[config.mk]
export PLATFORM = sky130hd
export DESIGN_NAME = flagreg_ctrl
export DESIGN_NICKNAME = d
export VERILOG_FILES = /design/src/rtl/flagreg_pkg.sv /design/src/rtl/flagreg_flag.sv /design/src/rtl/flagreg_mode.sv /design/src/rtl/flagreg_irq.sv /design/src/rtl/flagreg_ctrl.sv
export SDC_FILE = /design/constraint.sdc
export NUM_CORES = 1
export LEC_CHECK = 0
export CORE_MARGIN = 10
export CORE_UTILIZATION = 25
export DETAILED_ROUTE_END_ITERATION = 6
export HOLD_SLACK_MARGIN = 0.15
export SLEW_MARGIN = 25
export SYNTH_ARGS = -nofsm -noshare
export SYNTH_HDL_FRONTEND = slang
export SYNTH_SLANG_ARGS = --single-unit
[constraint.sdc]
create_clock -name clk -period 1.5 [get_ports clk]
set_input_delay 0.45 -clock clk [delete_from_list [all_inputs] [get_ports clk]]
set_output_delay 0.45 -clock clk [all_outputs]
set_load 0.01 [all_outputs]
[src/rtl/flagreg_pkg.sv]
package flagreg_pkg;
  localparam int NUM_ERR = 6;
  localparam int NUM_HW  = 5;
  localparam int NUM_IRQ = 4;

  // error flag order: 0 TE, 1 RE, 2 AE, 3 TUE, 4 RUE, 5 ME
  function automatic int set_pos(input int i);
    case (i)
      0: return 12;
      1: return 13;
      2: return 14;
      3: return 15;
      4: return 5;
      default: return 7;
    endcase
  endfunction

  function automatic int clr_pos(input int i);
    case (i)
      0: return 8;
      1: return 9;
      2: return 10;
      3: return 11;
      4: return 4;
      default: return 6;
    endcase
  endfunction

  function automatic int stat_pos(input int i);
    case (i)
      0: return 8;
      1: return 9;
      2: return 10;
      3: return 11;
      4: return 12;
      default: return 7;
    endcase
  endfunction

  // hardware event wins; a tie of set and clear keeps the flag
  function automatic logic flag_next(input logic cur, input logic s,
                                     input logic c, input logic hw);
    return hw | (s & ~c) | (cur & ~(c & ~s));
  endfunction
endpackage

[src/rtl/flagreg_flag.sv]
module flagreg_flag
  import flagreg_pkg::*;
(
  input  logic clk,
  input  logic rst_n,
  input  logic set_i,
  input  logic clr_i,
  input  logic hw_i,
  output logic q_o
);
  always_ff @(posedge clk or negedge rst_n) begin
    if (!rst_n) q_o <= 1'b0;
    else        q_o <= flag_next(q_o, set_i, clr_i, hw_i);
  end


  hw_event_sets_chk: assert property (@(posedge clk) disable iff (!rst_n)
    hw_i |=> q_o);

  tie_hold_chk: assert property (@(posedge clk) disable iff (!rst_n)
    (set_i && clr_i && !hw_i) |=> $stable(q_o));

  strobe_set_chk: assert property (@(posedge clk) disable iff (!rst_n)
    (set_i && !clr_i) |=> q_o);

  strobe_clr_chk: assert property (@(posedge clk) disable iff (!rst_n)
    (clr_i && !set_i && !hw_i) |=> !q_o);

  idle_hold_chk: assert property (@(posedge clk) disable iff (!rst_n)
    (!set_i && !clr_i && !hw_i) |=> $stable(q_o));
endmodule

[src/rtl/flagreg_mode.sv]
module flagreg_mode
  import flagreg_pkg::*;
(
  input  logic clk,
  input  logic rst_n,
  input  logic en_set_i,
  input  logic en_clr_i,
  input  logic ms_set_i,
  input  logic ms_clr_i,
  input  logic busy_i,
  output logic run_o,
  output logic ms_o,
  output logic clr_blocked_o
);
  logic en_clr_eff;

  // a lone clear is dropped while busy; a tie still holds
  assign en_clr_eff    = en_clr_i & (~busy_i | en_set_i);
  assign clr_blocked_o = en_clr_i & busy_i & ~en_set_i;

  always_ff @(posedge clk or negedge rst_n) begin
    if (!rst_n) begin
      run_o <= 1'b0;
      ms_o  <= 1'b0;
    end else begin
      run_o <= flag_next(run_o, en_set_i, en_clr_eff, 1'b0);
      ms_o  <= flag_next(ms_o, ms_set_i, ms_clr_i, 1'b0);
    end
  end


  busy_lock_chk: assert property (@(posedge clk) disable iff (!rst_n)
    (run_o && busy_i) |=> run_o);

  blocked_clear_chk: assert property (@(posedge clk) disable iff (!rst_n)
    clr_blocked_o |=> $stable(run_o));

  en_set_chk: assert property (@(posedge clk) disable iff (!rst_n)
    (en_set_i && !en_clr_i) |=> run_o);

  ms_clr_chk: assert property (@(posedge clk) disable iff (!rst_n)
    (ms_clr_i && !ms_set_i) |=> !ms_o);
endmodule

[src/rtl/flagreg_irq.sv]
module flagreg_irq
  import flagreg_pkg::*;
(
  input  logic [NUM_ERR-1:0] err_i,
  input  logic [NUM_IRQ-1:0] ie_i,
  input  logic               req_rx_i,
  input  logic               req_tx_i,
  input  logic               req_frame_i,
  output logic               irq_rx_o,
  output logic               irq_tx_o,
  output logic               irq_err_o,
  output logic               irq_frame_o
);
  localparam int IE_RX = 0;
  localparam int IE_TX = 1;
  localparam int IE_ER = 2;
  localparam int IE_FR = 3;

  assign irq_rx_o    = req_rx_i    & ie_i[IE_RX];
  assign irq_tx_o    = req_tx_i    & ie_i[IE_TX];
  assign irq_err_o   = (|err_i)    & ie_i[IE_ER];
  assign irq_frame_o = req_frame_i & ie_i[IE_FR];
endmodule

[src/rtl/flagreg_ctrl.sv]
module flagreg_ctrl
  import flagreg_pkg::*;
#(
  parameter int DATA_W = 16,
  parameter int ADDR_W = 2
) (
  input  logic              clk,
  input  logic              rst_n,
  input  logic              bus_wr,
  input  logic [ADDR_W-1:0] bus_addr,
  input  logic [DATA_W-1:0] bus_wdata,
  output logic [DATA_W-1:0] bus_rdata,
  input  logic              eng_busy,
  input  logic              evt_tx_ovf,
  input  logic              evt_rx_ovf,
  input  logic              evt_abort,
  input  logic              evt_tx_unf,
  input  logic              evt_rx_unf,
  input  logic              req_rx,
  input  logic              req_tx,
  input  logic              req_frame,
  output logic              run_mode,
  output logic              master_sel,
  output logic              irq_rx,
  output logic              irq_tx,
  output logic              irq_err,
  output logic              irq_frame
);
  localparam logic [ADDR_W-1:0] ADR_STROBE = ADDR_W'(0);
  localparam logic [ADDR_W-1:0] ADR_ERREN  = ADDR_W'(1);
  localparam logic [ADDR_W-1:0] ADR_IRQEN  = ADDR_W'(2);
  localparam int BIT_EN  = 0;
  localparam int BIT_MS  = 1;
  localparam int BIT_BSY = 13;

  logic               strobe_wr;
  logic [NUM_HW-1:0]  err_en_q;
  logic [NUM_IRQ-1:0] irq_en_q;
  logic [NUM_ERR-1:0] err_q;
  logic [NUM_ERR-1:0] hw_set;
  logic [NUM_HW-1:0]  evt_raw;
  logic               clr_blocked;

  assign strobe_wr = bus_wr && (bus_addr == ADR_STROBE);
  assign evt_raw   = {evt_rx_unf, evt_tx_unf, evt_abort, evt_rx_ovf, evt_tx_ovf};
  // the mode error flag has no hardware source
  assign hw_set    = {1'b0, evt_raw & err_en_q};

  always_ff @(posedge clk or negedge rst_n) begin
    if (!rst_n) begin
      err_en_q <= '0;
      irq_en_q <= '0;
    end else if (bus_wr) begin
      if (bus_addr == ADR_ERREN) err_en_q <= bus_wdata[NUM_HW-1:0];
      if (bus_addr == ADR_IRQEN) irq_en_q <= bus_wdata[NUM_IRQ-1:0];
    end
  end

  for (genvar g = 0; g < NUM_ERR; g++) begin : g_err
    localparam int SP = set_pos(g);
    localparam int CP = clr_pos(g);
    flagreg_flag u_flag (
      .clk   (clk),
      .rst_n (rst_n),
      .set_i (strobe_wr & bus_wdata[SP]),
      .clr_i (strobe_wr & bus_wdata[CP]),
      .hw_i  (hw_set[g]),
      .q_o   (err_q[g])
    );
  end

  flagreg_mode u_mode (
    .clk           (clk),
    .rst_n         (rst_n),
    .en_set_i      (strobe_wr & bus_wdata[1]),
    .en_clr_i      (strobe_wr & bus_wdata[0]),
    .ms_set_i      (strobe_wr & bus_wdata[3]),
    .ms_clr_i      (strobe_wr & bus_wdata[2]),
    .busy_i        (eng_busy),
    .run_o         (run_mode),
    .ms_o          (master_sel),
    .clr_blocked_o (clr_blocked)
  );

  flagreg_irq u_irq (
    .err_i       (err_q),
    .ie_i        (irq_en_q),
    .req_rx_i    (req_rx),
    .req_tx_i    (req_tx),
    .req_frame_i (req_frame),
    .irq_rx_o    (irq_rx),
    .irq_tx_o    (irq_tx),
    .irq_err_o   (irq_err),
    .irq_frame_o (irq_frame)
  );

  always_comb begin
    bus_rdata = '0;
    case (bus_addr)
      ADR_STROBE: begin
        bus_rdata[BIT_EN]  = run_mode;
        bus_rdata[BIT_MS]  = master_sel;
        bus_rdata[BIT_BSY] = eng_busy;
        for (int i = 0; i < NUM_ERR; i++) bus_rdata[stat_pos(i)] = err_q[i];
      end
      ADR_ERREN: bus_rdata[NUM_HW-1:0]  = err_en_q;
      ADR_IRQEN: bus_rdata[NUM_IRQ-1:0] = irq_en_q;
      default:   bus_rdata = '0;
    endcase
  end


  bulk_clear_chk: assert property (@(posedge clk) disable iff (!rst_n)
    (strobe_wr && bus_wdata[15:0] == 16'h0F50 && hw_set == '0) |=> (err_q == '0));

  spare_addr_chk: assert property (@(posedge clk) disable iff (!rst_n)
    (bus_wr && bus_addr == ADDR_W'(3)) |=> ($stable(err_en_q) && $stable(irq_en_q)));

  err_irq_gate_chk: assert property (@(posedge clk) disable iff (!rst_n)
    !irq_en_q[2] |-> !irq_err);

  gated_event_chk: assert property (@(posedge clk) disable iff (!rst_n)
    (!err_en_q[0] && !strobe_wr && !bus_wdata[12] && !err_q[0]) |=> !err_q[0]);

  blocked_run_chk: assert property (@(posedge clk) disable iff (!rst_n)
    clr_blocked |=> run_mode == $past(run_mode));
endmodule

# == Word-level counts from Yosys, hierarchy flattened ==
# Cells that the tools add are included.
# totals
ff_bits,17
latch_bits,0
ramBits,0
mem_bits_ro,0
elab_cells,147
memories,0
# op_classes
addsub,0
mul,0
div_mod_pow,0
order_cmp,12
eq_ne,2
shift,0
mux,27
bitwise,85
n_reduce_logical,11
# op_table
op,n
32-bit by 1-bit >= comparator with 1-bit output (second input constant),6
32-bit by 6-bit less-than comparator with 1-bit output (second input constant),6
32-bit 2-to-1 mux,6
16-bit bitwise mux,6
1-bit AND,45
1-bit NOT,25
1-bit demux with 4-bit select,6
1-bit OR,14
4-bit one-hot mux with 3 select lines,1
11-bit 2-to-1 mux,1
1-bit logical AND,7
1-bit 2-to-1 mux,6
6-bit OR reduction,1
5-bit AND,1
2-bit AND reduction,2
2-bit by 1-bit equality test with 1-bit output (second input constant),1
2-bit equality test (second input constant),1
2-bit logical NOT,1
1-bit one-hot mux with 2 select lines,1

# == Longest topological paths before layout ==
# Gate-level depths: netlist of the first run.
# depth
word_depth,13
depth_mapped,5

# == Hierarchy ==
# Synthesis of the first run repeated with hierarchy kept, for this count alone.
# unflattened
cells_unflattened,110
area_unflattened_um2,1098.6
# by_module_without_submodules
module,instances,cells_per_inst,area_each_um2,seq_area_each_um2
flagreg_ctrl,1,66,714.4,225.2
flagreg_flag,6,5,43.8,25.0
flagreg_mode,1,9,86.3,50.0
flagreg_irq,1,5,35.0,0.0

# == Worst setup path before layout of the first run ==
# Ideal clock, no wire load.
# synth_path
path_type,reg2out
from,reg g_err[4].u_flag.q_o
to,out irq_err
arrival_ns,1.148
required_ns,1.050
setup_slack_ns,-0.098
path_stages_with_launch,3
n_path_buf,0
path_cell_list,dfrtp_1 -> or4_1 -> o31a_1
# synth_via
elab_chain_cells,2
# synth_lines
item,line_no,rtl
start: declaration,flagreg_flag.sv:9,output logic q_o
start signal: assignment,flagreg_flag.sv:13,"else q_o <= flag_next(q_o, set_i, clr_i, hw_i);"
6-bit OR reduction,flagreg_irq.sv:21,assign irq_err_o = (|err_i) & ie_i[IE_ER];
1-bit AND,flagreg_irq.sv:21,
end: declaration,flagreg_ctrl.sv:26,"output logic irq_err,"
# No other way between the ends.

# == Worst setup path after layout of the first run ==
# layout_path
from,reg g_err[2].u_flag.q_o
to,out irq_err
# layout_via
elab_chain_cells,2
# layout_lines
item,line_no
start: declaration,flagreg_flag.sv:9
start signal: assignment,flagreg_flag.sv:13
6-bit OR reduction,flagreg_irq.sv:21
1-bit AND,flagreg_irq.sv:21
# No other way between the ends.

==> metrics.txt, run 1 <==
CP Launch Type=flop; Area after DPL=0.00164 mm^2; Pre-antenna DRT Iters=4; commonest non-fill, non-tap cell in the layout=buf_4; Max FO, Critical Path=2; GRT Residual Overflow=0; port buffer count=47; Cell Pwr Density=756 mW/mm^2; Post-Syn Instances=101; GRT Util Overall=0.105; core area=0.00369 mm^2; share of layout cells above drive strength 1=0.428; DRT Wirelength=3530 um; post-synthesis sequential area ratio=0.440; unrepaired setup endpoints after global routing=true; Final WS setup=-0.495 ns; critical path endpoint category=primary output; vias in the first global route=1098; status=finished with violations; Finished Core Util=0.481; kind of critical path=flop to primary output; Root Driver=clkbuf_8; Worst Clk Skew=0.000523 ns; CTS tree=built; clk sinks=17; largest net degree at the start of global routing=18; antenna cell count=0; Rows=22; clk_lat worst skew=0.25 ns; CTS Buffer Depth=2; commonest non-fill, non-tap cells in the layout=24 x buf_4, 22 x clkdlybuf4s50_1, 17 x dfrtp_1; Hold Violations, Final=0; initial drt markers=21; initial antenna violation count=0; Die W=82.2 um; Max Cap Viol=0; drt wl/cell=15.5 um; Leakage=0.000866 uW; fin crit period=1.99 ns; clk slew on worst S/H paths=0.07 ns; area grow syn2layout=83.6%; CP peak stage delay=0.52 ns; Synth warnings=0; Final #Nets=211; critical path cell sequence=or4_4, o31a_1, buf_2; Mean Syn Cell Area=9.58 um^2; VDD IR max=0.364 mV; Hold Crit Class=input port to asynchronous set/reset pin; residual DRC count=0; crit-path leading delay family=simple AND/OR/NAND/NOR gates; die area=0.00676 mm^2; cell area after layout=0.00178 mm^2; failing checks=setup timing; overall die height=82.2 um; TritonCTS buffer count=3; Ports=52; Yosys cell types=22; # setup viols final=13; worst path bufs/invs=1; CTS HTree Levels=1; antenna-violating nets left=0; Worst EP arrival=1.54 ns; global-route wire length before repair=5490 um; flop and latch count out of synthesis=17; highest clock rate=501 MHz; critical path's slowest cell=or4_4; Data required, critical path=1.05 ns; DR vias=1024; Via density=4.49; Cell Area, Synth=967 um^2; Initial Utilization=0.262; part of the cycle the worst path needs=1.33; setup TNS=-1.44 ns; Slew Limit Fails=0; post-DP HPWL=2670 um; RePlAce Congestion=0.812
-- state kept, by name, summed over array words and instances (netlist names) --
signal,count
err_en_q,5
g_err.u_flag.q_o,6
irq_en_q,4
u_mode.ms_o,1
u_mode.run_o,1
-- worst paths after layout --
kind	start	endpoint	slack [ns]	cells past startpoint
worst max-delay path	g_err[2].u_flag.q_o$_DFF_PN0_	irq_err	-0.49	3
worst min-delay path	rst_n	irq_en_q[0]$_DFFE_PN0P_	0.52	2
max in group asynchronous	rst_n	g_err[5].u_flag.q_o$_DFF_PN0_	0.79	2
min in group clk	irq_en_q[0]$_DFFE_PN0P_	irq_en_q[0]$_DFFE_PN0P_	0.54	1
worst max register to register	u_mode.ms_o$_DFF_PN0_	u_mode.ms_o$_DFF_PN0_	0.54	3
worst min register to register	irq_en_q[0]$_DFFE_PN0P_	irq_en_q[0]$_DFFE_PN0P_	0.54	1
-- power breakdown --
group          leakage, uW  switching [uW]  internal [uW]
sequential        0.000192            35.9            511
clock            0.0000255             172            185
combinational     0.000648             171            268
-- worst register-to-register path, cell delays in order (launching register included) --
cell and delay (ns):
dfrtp_1 0.39, buf_4 0.15, a21boi_0 0.12, o22a_1 0.20
-- cell type report --
class,instances,area (um^2)
multi-input combinational,75,524
sequential,17,425
clock inverter,1,5.00
clock buffer,3,41.3
inverter,6,22.5
timing repair buffer,78,697
tap,48,60.1
fill,359,1910
-- metal layers --
metal,share of wire,track usage
met5,0,0
met2,0.47,0.169
met4,0.023,0.0527
met1,0.42,0.127
met3,0.085,0.0238
-- stage by stage --
stage               total power [uW]  instances  setup slack [ns]  hold WS, ns
floorplan                        707        104           -0.0983        0.154
global placement                 974        218            -0.952        0.510
detailed placement               983        218            -0.945        0.522
CTS                             1320        227            -0.497        0.530
global route                    1420        228            -0.544        0.537
finish                          1340        228            -0.495        0.517
-- Yosys cell counts, drive strengths merged --
cell | number | area, um^2
o31a | 2 | 17.5
a22o | 2 | 17.5
nor2 | 4 | 15.0
a21boi | 2 | 15.0
mux2i | 2 | 20.0
buf | 6 | 52.6
o21ai | 7 | 35.0
or3b | 1 | 8.76
nand2 | 14 | 52.6
o22a | 3 | 26.3
inv | 6 | 22.5
and2b | 1 | 7.51
dfrtp | 17 | 425
nand4 | 5 | 31.3
mux2 | 9 | 101
nor2b | 1 | 6.26
or4 | 1 | 7.51
nand3 | 5 | 25.0
nor3b | 1 | 7.51
conb | 1 | 3.75
and2 | 11 | 68.8
-- kinds of logic after synthesis --
| logic type | Yosys count | synth area share |
|---|---|---|
| AOI/OAI and AO/OA | 16 | 0.115 |
| buffers and inverters | 12 | 0.0776 |
| DFF | 17 | 0.440 |
| muxes | 11 | 0.125 |
| other | 1 | 0.00388 |
| and+or+nand+nor | 44 | 0.238 |
-- what timing repair did --
action | CTS | global route
setup endpoints to repair | 35 | 12
hold buffers | 0 | 0
buffers inserted | 5 | 4
pin swaps | 13 | 4
gates resized for setup | 104 | 20
No activity file was read; power rests on OpenSTA's default activity.
==> inputs of run 2 (changes only) <==
--- a/config.mk
+++ b/config.mk
@@ -5,10 +5,14 @@
 export SDC_FILE = /design/constraint.sdc
 export NUM_CORES = 1
 export LEC_CHECK = 0
-export CORE_MARGIN = 10
-export CORE_UTILIZATION = 25
+export ABC_AREA = 1
+export CELL_PAD_IN_SITES_DETAIL_PLACEMENT = 2
+export CELL_PAD_IN_SITES_GLOBAL_PLACEMENT = 2
+export CORE_MARGIN = 3
+export CORE_UTILIZATION = 18
 export DETAILED_ROUTE_END_ITERATION = 6
 export HOLD_SLACK_MARGIN = 0.15
+export PLACE_DENSITY_LB_ADDON = 0.1
 export SLEW_MARGIN = 25
 export SYNTH_ARGS = -nofsm -noshare
 export SYNTH_HDL_FRONTEND = slang
==> run 2 against run 1 <==
The flow still finishes with violations (setup timing). Sequential power rose by 6.6%. Register-to-register slack improved by 0.08 ns. Clock skew is 0.0051 ns higher. Global-route usage grew 3.8 points. Via count is 23% higher. Clock-buffer cell count is the same. Area after synthesis is 5.4% higher. Largest power group is now combinational logic. Highest routed layer unchanged.
==> metrics.txt, run 2 <==
status=finished with violations; failing checks=setup timing; largest registers=g_err.u_flag.q_o: 6 flops, err_en_q: 5 flops, irq_en_q: 4 flops; ranking of synthesized cells by area=dfrtp_1 42%, nand2_1 15%, inv_1 13%, nand4_1 6.1%, o21ai_0 4.9%; die area=0.00660 mm^2; R2R cell count=3; overall die height=81.3 um; GRT Util Overall=0.143; placed cells=289; post-synthesis sequential area ratio=0.417; Ports=52; Slew Limit Fails=0; RePlAce Congestion=0.728; Hold Path Origin=g_err[2].u_flag.q_o$_DFF_PN0_; Largest Register=g_err.u_flag.q_o; CTS tree=built; Worst EP arrival=1.19 ns; GRT Residual Overflow=0; fin crit period=1.64 ns; highest clock rate=611 MHz; largest net degree at the start of global routing=18; Leakage=0.00104 uW; cell area after layout=0.00184 mm^2; clk sinks=17; most frequent cell after synthesis=nand2_1; share of layout cells above drive strength 1=0.328; Die W=81.3 um; Area after DPL=0.00174 mm^2; critical path's slowest cell=buf_4; critical path endpoint category=primary output; Via density=4.14; commonest non-fill, non-tap cells in the layout=39 x nand2_1, 36 x buf_4, 29 x inv_1; Cell Area, Synth=0.00102 mm^2; Worst Clk Skew=0.00562 ns; Initial Utilization=0.192; synth cell count leaders=42 x nand2_1, 35 x inv_1, 17 x dfrtp_1; Largest register FFs=6; antenna cell count=0; critical path cell sequence=buf_4, nor2_4, buf_4, buf_4, nand2_1, nand3_2, buf_6; CP Launch Type=input port; RR Endpoint=u_mode.ms_o$_DFF_PN0_; Post-synth EDFFs=0; drt wl/cell=14.4 um; clk_lat worst skew=0.26 ns; Hold-fix buffers, CTS=0; Post-synth ARST share=1.00; clk slew on worst S/H paths=0.08 ns; initial antenna violation count=0; Hold Crit Class=flop to flop; area grow syn2layout=80.9%; CP peak stage delay=0.14 ns; CTS Buffer Depth=2; flop and latch count out of synthesis=17; Fillers=611; Root Driver=clkbuf_8; WHS Endpoint=g_err[2].u_flag.q_o$_DFF_PN0_; port buffer count=47; DRT Wirelength=4400 um; Max FO, Critical Path=2; Data required, critical path=1.05 ns; Yosys top cell by area=dfrtp_1; worst reg-to-reg setup slack=0.62 ns; Reg2Reg Launch Point=u_mode.ms_o$_DFF_PN0_; worst slack at placement=-1.00 ns; CTS HTree Levels=1; antenna-violating nets left=0; residual DRC count=0; initial drt markers=7; unrepaired setup endpoints after global routing=true; core area=0.00530 mm^2; Rows=26; kind of critical path=input port to primary output; setup TNS=-1.00 ns; Final #Nets=266; Cell Pwr Density=833 mW/mm^2; Yosys cell types=17; Crit path top cell by count=buf_4; Mean Syn Cell Area=6.84 um^2; post-DP HPWL=3300 um; Hold Violations, Final=0; DR vias=1263; vias in the first global route=1413; Post-Syn Instances=149; Final WS setup=-0.136 ns; Max Cap Viol=0; top_reg_cell synth=dfrtp_1; Pre-antenna DRT Iters=4; Synth warnings=0; global-route wire length before repair=7100 um; Worst Hold Depth=2; part of the cycle the worst path needs=1.09; # setup viols final=11; Non-Filler Instances=305; commonest non-fill, non-tap cell in the layout=nand2_1; VDD IR max=0.342 mV; TritonCTS buffer count=3; top cell type's share of synthesized area=0.417
-- run 2: changes by cell type in the layout (fill, tap and decap cells not counted), moves of 7 or more --
cell / delta
and2_4: -7
buf_4: +12
buf_6: -9
inv_1: +23
mux2_2: -9
nand2_1: +26
-- run 2: worst max-delay path, delay by kind of cell --
family	cells	cell delay [ns]
buf+inv	4	0.48
simple gates	3	0.25
-- run 2: worst max-delay path by stage --
stage | slack, ns | to | from
5_1_grt | -0.19 | bus_rdata[8] | bus_addr[1]
2_1_floorplan | 0.09 | bus_rdata[1] | bus_addr[1]
3_5_place_dp | -1.00 | bus_rdata[7] | bus_addr[0]
3_3_place_gp | -0.94 | bus_rdata[1] | bus_addr[0]
4_1_cts | -0.09 | bus_rdata[1] | bus_addr[0]
6_report | -0.14 | bus_rdata[0] | bus_addr[1]
-- run 2: repair_timing --
item                                    CTS  global route
resized for setup                        98             9
setup buffers                            10             2
endpoints found under the setup margin   21            15
pin swaps                                 7             3
-- run 2: layout make-up --
class	instances	area, um^2	area share
timing repair buffer	85	692	0.375
clock inverter	1	5.00	0.00271
sequential	17	425	0.231
clock buffer	3	41.3	0.0224
tap	70	87.6	0.0475
inverter	36	140	0.0760
multi-input combinational	93	453	0.246
-- run 2: cell families (layout without fill, tap and decap cells) --
logic type,count (synthesis),in the layout,synth area share
DFF,17,17,0.417
other,1,4,0.00368
AOI/OAI and AO/OA,19,19,0.103
and+or+nand+nor,70,70,0.302
buffers and inverters,42,125,0.174
-- run 2: per-stage QoR --
| stage | power (uW) | utilization | hold WS (ns) |
|---|---|---|---|
| 2_1_floorplan | 781 | - | 0.154 |
| 6_report | 1540 | 0.348 | 0.506 |
| 4_1_cts | 1550 | 0.342 | 0.517 |
| 5_1_grt | 1660 | 0.348 | 0.544 |
| 3_5_place_dp | 1180 | 0.328 | 0.499 |
| 3_3_place_gp | 1150 | 0.328 | 0.463 |
-- run 2: metal layers --
layer / track usage / vias to the layer above / routed length (um)
li1: - / 618 / -
met1: 0.163 / 607 / 1800
met2: 0.274 / 34 / 2390
met3: 0.0255 / 4 / 171
met4: 0.0253 / 0 / 33
met5: 0 / - / 0
-- run 2: power by group --
part	leakage, uW	internal, uW	total, uW	switching [uW]
clock network	0.0000255	185	364	179
registers	0.000196	533	583	50.3
logic	0.000817	320	588	269
total	0.00104	1040	1540	498
==> inputs of run 3 (changes only) <==
--- a/config.mk
+++ b/config.mk
@@ -9,11 +9,12 @@
 export CELL_PAD_IN_SITES_DETAIL_PLACEMENT = 2
 export CELL_PAD_IN_SITES_GLOBAL_PLACEMENT = 2
 export CORE_MARGIN = 3
-export CORE_UTILIZATION = 18
+export CORE_UTILIZATION = 22
 export DETAILED_ROUTE_END_ITERATION = 6
 export HOLD_SLACK_MARGIN = 0.15
 export PLACE_DENSITY_LB_ADDON = 0.1
 export SLEW_MARGIN = 25
 export SYNTH_ARGS = -nofsm -noshare
 export SYNTH_HDL_FRONTEND = slang
+export SYNTH_HIERARCHICAL = 1
 export SYNTH_SLANG_ARGS = --single-unit
==> constraint.sdc (replaced) <==
create_clock -name clk -period 2.05 [get_ports clk]
set_input_delay 0.615 -clock clk [delete_from_list [all_inputs] [get_ports clk]]
set_output_delay 0.615 -clock clk [all_outputs]
set_load 0.01 [all_outputs]
==> run 3 against run 2 <==
The run still ends with setup timing left. Clock power down 30%. Clock skew fell by 0.0054 ns. Non-clock buffer count fell by 21. Clock-buffer cell count unchanged. Via count rose by 4.8%. Power decreased by 33%. Area after synthesis is 16% higher. Critical endpoint is now bus_rdata[8]. Largest cell class unchanged. Highest routed layer unchanged.
==> metrics.txt, run 3 <==
status=finished with violations; failing checks=setup timing; antenna-violating nets left=0; vias in the first global route=1448; DRT Wirelength=3760 um; Cell Area, Synth=0.00118 mm^2; Final #Nets=287; DR vias=1324; CTS HTree Levels=1; highest clock rate=486 MHz; Root Driver=clkbuf_8; unrepaired setup endpoints after global routing=true; Via density=4.06; worst path bufs/invs=5; clk sinks=17; Die W=79.2 um; Cell Pwr Density=545 mW/mm^2; Max Cap Viol=0; initial antenna violation count=0; cell area after layout=0.00190 mm^2; port buffer count=47; overall die height=79.2 um; GRT Residual Overflow=0; largest registers=g_err.u_flag/q_o: 6 flops, err_en_q: 5 flops, irq_en_q: 4 flops; fin crit period=2.06 ns; Pre-antenna DRT Iters=4; Fillers=651; part of the cycle the worst path needs=1.00; initial drt markers=12; CTS Buffer Depth=2; CP Launch Type=input port; Largest Register=g_err.u_flag/q_o; Hold Violations, Final=0; Max FO, Critical Path=5; VDD IR max=0.223 mV; largest net degree at the start of global routing=18; clk slew on worst S/H paths=0.07 ns; commonest non-fill, non-tap cell in the layout=nand2_1; antenna cell count=0; CTS tree=built; drt wl/cell=11.5 um; TritonCTS buffer count=3; CP peak stage delay=0.14 ns; Slew Limit Fails=0; Largest register FFs=6; crit-path leading delay family=buffers and inverters; clk_lat worst skew=0.25 ns; Worst EP arrival=1.44 ns; Synth warnings=6; critical path cell sequence=buf_8, nor2_4, clkinvlp_4, buf_12, buf_6, nor2_2, buf_2; area grow syn2layout=61.1%; core area=0.00514 mm^2; Worst Clk Skew=0.000256 ns; Non-Filler Instances=326; critical path's slowest cell=nor2_4; die area=0.00628 mm^2; critical path endpoint category=primary output; commonest non-fill, non-tap cells in the layout=58 x nand2_1, 48 x inv_1, 29 x clkdlybuf4s50_1; Leakage=0.00107 uW; kind of critical path=input port to primary output; global-route wire length before repair=6590 um; Final WS setup=-0.00606 ns; post-DP HPWL=3020 um; share of layout cells above drive strength 1=0.188; GRT Util Overall=0.129; Area after DPL=0.00176 mm^2; Post-Syn Instances=192; Hold Crit Class=flop to flop; Initial Utilization=0.230; # setup viols final=1; Ports=52; Mean Syn Cell Area=6.15 um^2; residual DRC count=0; Rows=26; placed cells=315; RePlAce Congestion=0.762; Data required, critical path=1.43 ns
-- run 3: changes by cell type in the layout (fill, tap and decap cells not counted), sizes merged, moves of 7 or more --
cell   previous run  this run
buf              56        27
nor2             12        31
o21ai            16         0
nand2            44        59
inv              36        49
a21oi             0         7
-- run 3: final cells by class --
cell class,instances,area (um^2),share of cell area
Timing Repair Buffer,64,588,0.309
Multi-Input combinational cell,121,559,0.294
Sequential cell,17,425,0.224
Inverter,50,194,0.102
Tap cell,70,87.6,0.0461
Clock buffer,3,41.3,0.0217
Clock inverter,1,5.00,0.00263
-- run 3: final timing paths --
check,from,endpoint,slack (ns),cells after the start
setup reg to reg,err_en_q[1]$_DFFE_PN0P_,g_err[1].u_flag/q_o$_DFF_PN0_,1.22,4
hold / removal,irq_en_q[3]$_DFFE_PN0P_,irq_en_q[3]$_DFFE_PN0P_,0.50,2
max in group asynchronous,rst_n,g_err[0].u_flag/q_o$_DFF_PN0_,1.17,2
hold reg to reg,irq_en_q[3]$_DFFE_PN0P_,irq_en_q[3]$_DFFE_PN0P_,0.50,2
setup / recovery,bus_addr[0],bus_rdata[8],-0.006,7
min in group asynchronous,rst_n,u_mode/run_o$_DFF_PN0_,0.68,2
-- run 3: routing by layer --
layer	share of wire	track usage
met1	0.46	0.163
met5	0	0
met2	0.49	0.232
met3	0.046	0.0170
met4	0.0050	0.0309
-- run 3: tightest hold or removal path: cells and delay by family, from the launching register on --
family           cells  cell delay [ns]
flip-flops           1             0.36
AND/OR/NAND/NOR      2             0.11
-- run 3: what timing repair did --
item,4_1_cts,5_1_grt
resized for setup,67,20
pin swaps,3,4
setup buffers,7,0
hold buffers,0,0
setup endpoints to repair,16,13
gates cloned,0,0
-- run 3: power by group --
group	leakage (uW)	total (uW)	switching, uW	internal, uW
clock	0.0000255	255	120	135
combinational	0.000854	344	168	176
sequential	0.000193	437	47.7	389
total	0.00107	1040	336	700
-- run 3: through the flow --
stage | utilization | power, uW | setup TNS, ns | setup WS, ns | hold WS [ns]
2_1_floorplan | - | 584 | 0 | 0.291 | 0.319
3_3_place_gp | 0.343 | 772 | -9.10 | -0.692 | 0.495
3_5_place_dp | 0.343 | 779 | -9.46 | -0.715 | 0.494
4_1_cts | 0.365 | 1040 | -0.0133 | -0.0133 | 0.510
5_1_grt | 0.370 | 1130 | -0.0991 | -0.0397 | 0.551
6_report | 0.370 | 1040 | -0.00606 | -0.00606 | 0.504
